--- config.mk ---
export PLATFORM = sky130hd
export DESIGN_NAME = cfg_regfile
export DESIGN_NICKNAME = d
export VERILOG_FILES = /design/src/rtl/cfg_pkg.sv /design/src/rtl/cfg_port_decode.sv /design/src/rtl/cfg_index_tracker.sv /design/src/rtl/cfg_reg_cell.sv /design/src/rtl/cfg_reg_bank.sv /design/src/rtl/cfg_regfile.sv
export SDC_FILE = /design/constraint.sdc
export NUM_CORES = 1
export LEC_CHECK = 0
export ABC_AREA = 1
export BUFFER_PORTS_ARGS = -buffer_cell sky130_fd_sc_hd__buf_2
export CORE_AREA = 2 2 155 157
export DETAILED_ROUTE_END_ITERATION = 8
export DIE_AREA = 0 0 157 159
export GPL_TIMING_DRIVEN = 0
export PLACE_DENSITY = 0.77
export SETUP_SLACK_MARGIN = 0.5
export SYNTH_ARGS = -nofsm -noshare
export SYNTH_HDL_FRONTEND = slang
export SYNTH_SLANG_ARGS = --single-unit
export TNS_END_PERCENT = 100
--- constraint.sdc ---
create_clock -name clk -period 4.15 [get_ports clk]
set_input_delay 0.6225 -clock clk [delete_from_list [all_inputs] [get_ports clk]]
set_output_delay 0.6225 -clock clk [all_outputs]
set_load 0.01 [all_outputs]
--- src/rtl/cfg_pkg.sv ---
`timescale 1ns/1ps
package cfg_pkg;
    localparam int DW        = 8;
    localparam int N_IDX     = 19;
    localparam int N_DIR     = 8;
    localparam int N_REG     = N_IDX + N_DIR;
    localparam int SLOT_W    = $clog2(N_REG);
    localparam int BUS_W     = N_REG * DW;
    localparam logic [7:0] INDEX_PORT = 8'h22;
    localparam logic [7:0] DATA_PORT  = 8'h23;
    localparam logic [7:0] IDX_FIRST  = 8'hB4;
    localparam logic [7:0] IDX_LAST   = IDX_FIRST + 8'(N_IDX - 1);
    localparam logic [7:0] DIR_BASE   = 8'hE0;

    typedef enum logic [1:0] {
        ACC_NONE,
        ACC_INDEX,
        ACC_DATA,
        ACC_DIRECT
    } acc_kind_e;

    typedef struct packed {
        acc_kind_e   kind;
        logic        wr;
        logic [2:0]  dslot;
        logic [7:0]  wdata;
    } acc_t;

    // reset value of the writable bits of a slot
    function automatic logic [7:0] reg_default(input int s);
        case (s)
            0:       return 8'h1F;
            1:       return 8'h30;
            5:       return 8'h02;
            6:       return 8'hE8;
            7:       return 8'h4C;
            default: return 8'h00;
        endcase
    endfunction

    // bits that accept written data; all others read zero unless read-only
    function automatic logic [7:0] reg_wmask(input int s);
        case (s)
            0:       return 8'h1F;
            1:       return 8'hF0;
            4:       return 8'h00;
            6:       return 8'hFE;
            7:       return 8'hFC;
            9, 10:   return 8'h77;
            default: return 8'hFF;
        endcase
    endfunction

    // field whose all-ones code is illegal: such a write keeps the old field
    function automatic logic [7:0] reg_guard(input int s);
        return (s == 6) ? 8'h06 : 8'h00;
    endfunction

    // read-only bits
    function automatic logic [7:0] reg_romask(input int s);
        return (s == 0) ? 8'h60 : 8'h00;
    endfunction
endpackage

--- src/rtl/cfg_port_decode.sv ---
`timescale 1ns/1ps
module cfg_port_decode
    import cfg_pkg::*;
#(
    parameter int ADDR_W = 16
) (
    input  logic [ADDR_W-1:0] addr,
    input  logic              rd,
    input  logic              wr,
    input  logic [7:0]        wdata,
    output acc_t              acc
);
    localparam logic [ADDR_W-1:0] P_INDEX = ADDR_W'(INDEX_PORT);
    localparam logic [ADDR_W-1:0] P_DATA  = ADDR_W'(DATA_PORT);
    localparam logic [ADDR_W-1:0] P_DIR   = ADDR_W'(DIR_BASE);

    always_comb begin
        acc.wr    = wr;
        acc.dslot = addr[2:0];
        acc.wdata = wdata;
        acc.kind  = ACC_NONE;
        if (rd || wr) begin
            if (addr == P_INDEX)
                acc.kind = wr ? ACC_INDEX : ACC_NONE;
            else if (addr == P_DATA)
                acc.kind = ACC_DATA;
            else if (addr[ADDR_W-1:3] == P_DIR[ADDR_W-1:3])
                acc.kind = ACC_DIRECT;
        end
    end
endmodule

--- src/rtl/cfg_index_tracker.sv ---
`timescale 1ns/1ps
module cfg_index_tracker
    import cfg_pkg::*;
(
    input  logic              clk,
    input  logic              rst,
    input  acc_t              acc,
    output logic              pend,
    output logic              hit,
    output logic              we,
    output logic [SLOT_W-1:0] slot
);
    logic [7:0] idx_q;
    logic       idx_ok;

    always_ff @(posedge clk) begin
        if (rst) begin
            pend  <= 1'b0;
            idx_q <= 8'h00;
        end else if (acc.kind == ACC_INDEX) begin
            pend  <= 1'b1;
            idx_q <= acc.wdata;
        end else if (acc.kind == ACC_DATA) begin
            pend  <= 1'b0;
        end
    end

    assign idx_ok = (idx_q >= IDX_FIRST) && (idx_q <= IDX_LAST);

    always_comb begin
        hit  = 1'b0;
        slot = '0;
        case (acc.kind)
            ACC_DATA: begin
                hit  = pend && idx_ok;
                slot = SLOT_W'(idx_q - IDX_FIRST);
            end
            ACC_DIRECT: begin
                hit  = 1'b1;
                slot = SLOT_W'(N_IDX) + SLOT_W'(acc.dslot);
            end
            default: ;
        endcase
    end

    assign we = hit && acc.wr;
endmodule

--- src/rtl/cfg_reg_cell.sv ---
`timescale 1ns/1ps
module cfg_reg_cell #(
    parameter logic [7:0] DEF    = 8'h00,
    parameter logic [7:0] WMASK  = 8'hFF,
    parameter logic [7:0] GUARD  = 8'h00,
    parameter logic [7:0] ROMASK = 8'h00,
    parameter logic [7:0] ROVAL  = 8'h00
) (
    input  logic       clk,
    input  logic       rst,
    input  logic       we,
    input  logic [7:0] wdata,
    output logic [7:0] value
);
    logic [7:0] q;
    logic [7:0] nxt;

    always_comb begin
        nxt = wdata & WMASK;
        if ((GUARD != 8'h00) && ((wdata & GUARD) == GUARD))
            nxt = (nxt & ~GUARD) | (q & GUARD);
    end

    always_ff @(posedge clk) begin
        if (rst)
            q <= DEF & WMASK;
        else if (we)
            q <= nxt;
    end

    assign value = q | (ROVAL & ROMASK);
endmodule

--- src/rtl/cfg_reg_bank.sv ---
`timescale 1ns/1ps
module cfg_reg_bank
    import cfg_pkg::*;
#(
    parameter logic [1:0] VERSION = 2'b00
) (
    input  logic              clk,
    input  logic              rst,
    input  logic              we,
    input  logic [SLOT_W-1:0] slot,
    input  logic [7:0]        wdata,
    output logic [BUS_W-1:0]  cfg_bus,
    output logic [7:0]        rd_val
);
    localparam int N_SLOT = 2 ** SLOT_W;

    logic [7:0] vals [N_SLOT];

    for (genvar g = 0; g < N_SLOT; g++) begin : g_slot
        if (g < N_REG) begin : g_reg
            localparam logic [7:0] P_ROVAL = (g == 0) ? {1'b0, VERSION, 5'b0} : 8'h00;
            cfg_reg_cell #(
                .DEF   (reg_default(g)),
                .WMASK (reg_wmask(g)),
                .GUARD (reg_guard(g)),
                .ROMASK(reg_romask(g)),
                .ROVAL (P_ROVAL)
            ) u_cell (
                .clk  (clk),
                .rst  (rst),
                .we   (we && (slot == SLOT_W'(g))),
                .wdata(wdata),
                .value(vals[g])
            );
            assign cfg_bus[g*DW +: DW] = vals[g];
        end else begin : g_pad
            assign vals[g] = 8'hFF;
        end
    end

    assign rd_val = vals[slot];
endmodule

--- src/rtl/cfg_regfile.sv ---
`timescale 1ns/1ps
module cfg_regfile
    import cfg_pkg::*;
#(
    parameter int         ADDR_W  = 16,
    parameter logic [1:0] VERSION = 2'b00
) (
    input  logic              clk,
    input  logic              rst,
    input  logic [ADDR_W-1:0] io_addr,
    input  logic              io_rd,
    input  logic              io_wr,
    input  logic [7:0]        io_wdata,
    output logic [7:0]        io_rdata,
    output logic [BUS_W-1:0]  cfg_bus
);
    acc_t              acc;
    logic              idx_pend;
    logic              sel_hit;
    logic              sel_we;
    logic [SLOT_W-1:0] sel_slot;
    logic [7:0]        sel_val;

    cfg_port_decode #(.ADDR_W(ADDR_W)) u_decode (
        .addr (io_addr),
        .rd   (io_rd),
        .wr   (io_wr),
        .wdata(io_wdata),
        .acc  (acc)
    );

    cfg_index_tracker u_track (
        .clk (clk),
        .rst (rst),
        .acc (acc),
        .pend(idx_pend),
        .hit (sel_hit),
        .we  (sel_we),
        .slot(sel_slot)
    );

    cfg_reg_bank #(.VERSION(VERSION)) u_bank (
        .clk    (clk),
        .rst    (rst),
        .we     (sel_we),
        .slot   (sel_slot),
        .wdata  (io_wdata),
        .cfg_bus(cfg_bus),
        .rd_val (sel_val)
    );

    assign io_rdata = !io_rd ? 8'h00 : (sel_hit ? sel_val : 8'hFF);
endmodule

## Word-level counts from Yosys, hierarchy flattened

Index checks and enable logic that the tools add are counted.

- $add $sub $neg: 2
- Order comparisons: 3
- Equal/unequal tests: 32
- Muxes and demuxes: 15
- Bitwise logic cells: 2
- Reduce and logical (&&, ||, !) cells: 32

Operator list:

| kind | count |
|---|---|
| $eq A5 B5 Y1 const B | 11 |
| $bmux W8 S5 | 1 |
| $eq A5 B4 Y1 const B | 8 |
| $mux W8 | 5 |
| $eq A16 B6 Y1 const B | 2 |
| $logic_and A1 B1 Y1 | 29 |
| $eq A5 B3 Y1 const B | 3 |
| $eq A13 B5 Y1 const B | 1 |
| $eq A5 B2 Y1 const B | 2 |
| $pmux W5 S2 | 1 |
| $ge A8 B8 Y1 const B | 1 |
| $le A8 B8 Y1 const B | 1 |
| $mux W2 | 4 |
| $or A8 B3 Y8 | 1 |
| $eq A2 B2 Y1 const B | 3 |
| $ge A6 B6 Y1 const B | 1 |
| $not A5 Y6 | 1 |
| $add A5 B3 Y5 const A | 1 |
| $eq A5 B1 Y1 const B | 1 |
| $logic_not A5 Y1 | 1 |
| $sub A5 B5 Y5 const B | 1 |
| $mux W1 | 3 |
| $eq A2 B1 Y1 const B | 1 |
| $pmux W1 S2 | 1 |
| other kinds (2) | 2 |

- Flip-flop bits (word level): 204
- Input port bits: 28
- Logic and storage cells: 114

## Longest topological paths before layout

- Depth after elaboration: 13
- Gate-level depth with buffers: 23

## Cells and area by module

A second synthesis with hierarchy kept.

- Cell total of the unflattened synthesis: 2,016
- Area total of the unflattened synthesis: 11,796.3 µm²

Modules (own cells, without submodules):

| module | times used | cells an instance | area each (µm²) | seq. area each (µm²) |
|---|---|---|---|---|
| cfg_reg_cell (u_bank.g_slot[11].g_reg.u_cell ...) | 19 | 51 | 341.6 | 160.2 |
| cfg_reg_bank | 1 | 636 | 2,504.9 | 0.0 |
| cfg_index_tracker | 1 | 80 | 596.8 | 180.2 |
| cfg_reg_cell (u_bank.g_slot[10].g_reg.u_cell ...) | 2 | 41 | 266.5 | 120.1 |
| cfg_reg_cell (u_bank.g_slot[5].g_reg.u_cell) | 1 | 50 | 339.1 | 160.2 |
| cfg_reg_cell (u_bank.g_slot[6].g_reg.u_cell) | 1 | 37 | 275.3 | 140.1 |
| cfg_reg_cell (u_bank.g_slot[7].g_reg.u_cell) | 1 | 36 | 259.0 | 120.1 |
| cfg_port_decode | 1 | 46 | 239.0 | 0.0 |
| cfg_reg_cell (u_bank.g_slot[0].g_reg.u_cell) | 1 | 26 | 196.4 | 100.1 |
| cfg_reg_cell (u_bank.g_slot[1].g_reg.u_cell) | 1 | 27 | 183.9 | 80.1 |
| cfg_regfile | 1 | 18 | 115.1 | 0.0 |
| cfg_reg_cell (u_bank.g_slot[4].g_reg.u_cell) | 1 | 9 | 63.8 | 0.0 |

## Worst setup path before layout

OpenSTA, ideal clock, no wires.

- Path type: input -> output
- Start point: input io_wr
- End point: output io_rdata[2]
- Arrival time: 3.059 ns
- Data required time: 3.527 ns
- Setup slack: 0.468 ns
- Stages: 19
- Path buffers: 6
- Cells stage by stage: clkbuf_1 -> buf_2 -> buf_2 -> a31oi_1 -> inv_1 -> ha_1 -> nand2_1 -> nand2_2 -> buf_4 -> buf_4 -> buf_2 -> nand2_1 -> nand2_1 -> nand2_1 -> nand3_1 -> nand2_1 -> nand3_1 -> a21oi_1 -> a21oi_1

- Cells in the longest elaborated chain, start to end: 11
- Elaborated cells on any way between the ends: 14

Ends and longest elaborated chain:

| what | RTL line | RTL |
|---|---|---|
| start: declaration | cfg_regfile.sv:12 | `input logic io_wr,` |
| $mux W1 | cfg_port_decode.sv:24 | `acc.kind = wr ? ACC_INDEX : ACC_NONE;` |
| $mux W2 | cfg_port_decode.sv:23 | `if (addr == P_INDEX)` |
| $mux W2 (*) | cfg_port_decode.sv:22 | `if (rd \|\| wr) begin` |
| $eq A2 B2 Y1 | cfg_index_tracker.sv:33 | `case (acc.kind)` |
| $pmux W5 S2 | cfg_index_tracker.sv:33 |  |
| $not A5 Y6 (not written as such) | cfg_reg_bank.sv:41 | `assign rd_val = vals[slot];` |
| $bmux W8 S5 | cfg_reg_bank.sv:41 |  |
| $mux W8 (not written as such) (2 in series) | cfg_reg_bank.sv:41 |  |
| $mux W8 (*) (2 in series) | cfg_regfile.sv:52 | `assign io_rdata = !io_rd ? 8'h00 : (sel_hit ? sel_val : 8'hFF);` |
| end: declaration | cfg_regfile.sv:14 | `output logic [7:0] io_rdata,` |

Every way passes the cells marked *; elsewhere a longest branch is shown, timed or not. The select of a mux whose other input is x is not followed.

## Worst setup path in the final report

- Start point: input io_addr[4]
- End point: output io_rdata[3]

- Cells in the longest elaborated chain, start to end: 13
- Elaborated cells on any way between the ends: 17

Ends and longest elaborated chain:

| what | RTL line | RTL |
|---|---|---|
| start: declaration | cfg_regfile.sv:10 | `input logic [ADDR_W-1:0] io_addr,` |
| $eq A13 B5 Y1 | cfg_port_decode.sv:27 | `else if (addr[ADDR_W-1:3] == P_DIR[ADDR_W-1:3])` |
| $mux W2 | cfg_port_decode.sv:27 |  |
| $mux W2 | cfg_port_decode.sv:25 | `else if (addr == P_DATA)` |
| $mux W2 (*) | cfg_port_decode.sv:23 |  |
| $mux W2 (*) | cfg_port_decode.sv:22 |  |
| $eq A2 B2 Y1 | cfg_index_tracker.sv:33 |  |
| $pmux W5 S2 | cfg_index_tracker.sv:33 |  |
| $not A5 Y6 (not written as such) | cfg_reg_bank.sv:41 |  |
| $bmux W8 S5 | cfg_reg_bank.sv:41 |  |
| $mux W8 (not written as such) (2 in series) | cfg_reg_bank.sv:41 |  |
| $mux W8 (*) (2 in series) | cfg_regfile.sv:52 |  |

Marked as above.

==> flow_summary_export.csv <==
group,metric,value,unit
cells_and_area,layout-drive-gt1-share,23.9,%
clock_network,clkTransAtPathRegs,0.06,ns
timing,worstMarginPinSlew,1.06,ns
die,dieWidth,157,um
place,globalplace.congestion,0.994,
clock_network,clockBufferDepth,3,
clock_network,cts_tree,"built",
timing,finClkSkew,0.0113,ns
worst_hold_path,hold_path_depth,3,
die,io_pins,252,
clock_network,clock_latency,0.54,ns
detailed_routing,drt_wl_total,49.5,mm
clock_network,htreeDepth,1,
timing,post-route-min-period,4.02,ns
run_status,status,"completed",
cells_and_area,insertedDiodeCount,0,
logic_synthesis,synth_area_leaders,"dfxtp_1 (35%), nand2_1 (23%), nor2_1 (8.5%)",
setup_path,r2r_end,"u_bank.g_slot[9].g_reg.u_cell.value[4]",
die,fp.coreArea,0.0232,sq mm
logic_synthesis,ys.flop_type,"dfxtp_1",
cells_and_area,fin_area,0.0152,sq mm
setup_path,cp_data_required_time,3.53,ns
clock_network,cts_sinks,203,
timing,period_share,97.0,%
timing,fin_setup_tns,0,ns
clock_network,cts_hold_buf,0,
place,place_area,0.0131,sq mm
setup_path,rrSetupSlack,1.63,ns
logic_synthesis,netlist_instances,1903,
clock_network,cts_root_buffer,"clkbuf_16",
global_route,antenna_found_initial,0,
detailed_routing,vias,13800,
cells_and_area,syn2layout_area_growth,32.4,%
setup_path,r2r-start,"u_track.idx_q[2]",
logic_synthesis,synth.top_cells.by_count,"nand2_1 (710), nor2_1 (260), dfxtp_1 (203)",
worst_hold_path,hold_end,"u_bank.g_slot[11].g_reg.u_cell.value[3]",
die,die_area,0.0250,sq mm
cells_and_area,fillers,2146,
global_route,grt_max_degree,13,
detailed_routing,wire_per_inst,19.4,um
detailed_routing,drc_errors,0,
place,io_buffers,226,
global_route,overflow,0,
detailed_routing,dr.pass1.iters,6,
power_and_ir_drop,p_leak,0.00807,uW
logic_synthesis,async_flop_share,0,%
cells_and_area,multi_input_area,0.00631,sq mm
worst_hold_path,min_path_type,"input pin to register",
logic_synthesis,synth_top_area_share,35.5,%
setup_path,critical_path_class,"input pin to primary output",
setup_path,crit_start,"io_addr[4]",
timing,setup_violations,0,
worst_hold_path,hold_start,"io_wdata[3]",
setup_path,reg2regPathDepth,13,
logic_synthesis,ys_ff_latch,203,
timing,report.final.slew_viol_count,0,
setup_path,cp-end-kind,"primary output",
power_and_ir_drop,peakVddDrop,0.284,mV
detailed_routing,ant_nets,0,
timing,rsz0062_at_grt,"yes",
logic_synthesis,ys.warnings.count,0,
logic_synthesis,syn_avg_cell_area,6.02,sq um
timing,slew_headroom,29.0,%
timing,max_freq,248,MHz
setup_path,path_max_fanout,6,
global_route,grt_pass1_wl,72.0,mm
timing,hold_violations,0,
power_and_ir_drop,power_density,290,mW/mm^2
global_route,track_usage,37.6,%
logic_synthesis,netlist_area,0.0115,sq mm
setup_path,cp-start-kind,"input pin",
place,post-dp-hpwl,34.6,mm
logic_synthesis,yosys.area.top_type,"dfxtp_1",
setup_path,arrival,3.40,ns
logic_synthesis,synth_cell_types,31,
die,num_rows,56,
logic_synthesis,synth_edf_count,0,
job,cap_violations,0,
detailed_routing,routed_via_density,5.41,
logic_synthesis,ys_seq_area_share,35.5,%
die,start_util,49.4,%
detailed_routing,drt_iter0_drc,1488,
cells_and_area,regArea,0.00406,sq mm
global_route,grt_pass1_vias,12300,
logic_synthesis,yosysMostFrequentCell,"nand2_1",
die,fp.dieH,159,um
clock_network,cts_buffers,24,
cells_and_area,fin_nets,2255,
-- per-stage QoR --
step / utilization (%) / cells / hold WS (ns) / setup WS, ns / total power (uW)
after floorplan: - / 1924 / 0.454 / 0.527 / 2090
after global placement: 56.4 / 2469 / 0.470 / -0.923 / 2180
after detailed placement: 56.4 / 2469 / 0.467 / -1.02 / 2180
after CTS: 63.4 / 2540 / 0.441 / 0.218 / 4390
after global routing: 65.4 / 2556 / 0.475 / -0.0315 / 4470
final: 65.4 / 2556 / 0.458 / 0.125 / 4410
-- state kept, by name, summed over array words and instances, names as in the netlist --
| register | flops |
|---|---|
| u_track.idx_q | 8 |
| u_bank.g_slot.g_reg.u_cell.value | 194 |
| u_track.pend | 1 |
-- cells by family after synthesis --
logic type	count (synthesis)	synth area share [%]
other	1	0.0327
AOI/OAI and AO/OA	152	7.00
DFF	203	35.5
and+or+nand+nor	1186	43.3
buffers and inverters	353	13.3
adders and majority gates	8	0.873
-- layout make-up --
type,instances,area share (%)
clock buffer,34,4.61
clock inverter,10,0.849
multi-input combinational,1368,41.6
inverter,211,5.42
sequential,203,26.8
buffer,142,7.42
tap,319,2.63
timing repair buffer,269,10.7
-- critical path, cell delays in order --
cell,delay [ns]
buf_8,0.10
inv_4,0.05
nand2_4,0.05
nor3_4,0.12
nand4_1,0.14
o211ai_1,0.14
nor2_1,0.07
a31oi_1,0.22
inv_1,0.13
ha_4,0.22
inv_4,0.07
o21ai_4,0.09
buf_12,0.14
buf_16,0.13
nor2_4,0.19
buf_4,0.16
nand3_1,0.10
nand3_2,0.14
nor2_1,0.05
nor2_1,0.08
nor2_1,0.06
nor2_2,0.16
buf_2,0.16
-- how the worst max path moves through the flow --
stage                  endpoint  slack, ns  cells after the start
floorplan           io_rdata[2]       0.53                     19
global placement    io_rdata[1]      -0.92                     20
detailed placement  io_rdata[1]      -1.02                     20
CTS                 io_rdata[5]       0.22                     23
global route        io_rdata[3]      -0.03                     23
finish              io_rdata[3]       0.13                     23
-- where the power goes --
group	internal [uW]	switching, uW
logic	51.5	161
registers	1950	0.0146
clock network	1360	886
-- cell usage in the layout, fill, tap and decap left out, types with 3 or more instances in the layout --
cell,instances
a21oi_1,59
a21oi_2,9
a21oi_4,5
buf_1,5
buf_12,13
buf_2,245
buf_4,64
buf_6,17
buf_8,3
bufinv_16,3
clkbuf_1,44
clkbuf_16,34
clkbuf_2,6
clkbuf_4,4
clkbuf_8,9
clkinv_2,6
conb_1,22
dfxtp_1,203
ha_1,6
inv_1,198
inv_2,5
inv_4,7
nand2_1,668
nand2_2,38
nand2_4,9
nand3_1,111
nand3_2,26
nand4_1,54
nor2_1,255
nor2_2,10
nor2_4,6
nor3_1,3
nor3_4,3
o211ai_1,8
o21ai_0,47
o21ai_1,17
o21ai_4,3
-- layer usage --
| layer | vias up | global-route usage, % | wire length (um) |
|---|---|---|---|
| met2 | 898 | 59.3 | 22000 |
| met1 | 6281 | 48.5 | 19100 |
| met4 | 0 | 20.6 | 3120 |
| met5 | - | 0 | 0 |
| li1 | 6461 | - | - |
| met3 | 189 | 6.75 | 5300 |
-- timing repair --
| item | CTS | global route |
|---|---|---|
| setup endpoints to repair | 25 | 11 |
| hold endpoints to repair | 0 | 0 |
| resized for setup | 164 | 88 |
| gates cloned | 4 | 6 |
| pin swaps | 21 | 29 |
| setup buffers | 23 | 10 |
Power figures use the tool's default switching activity.
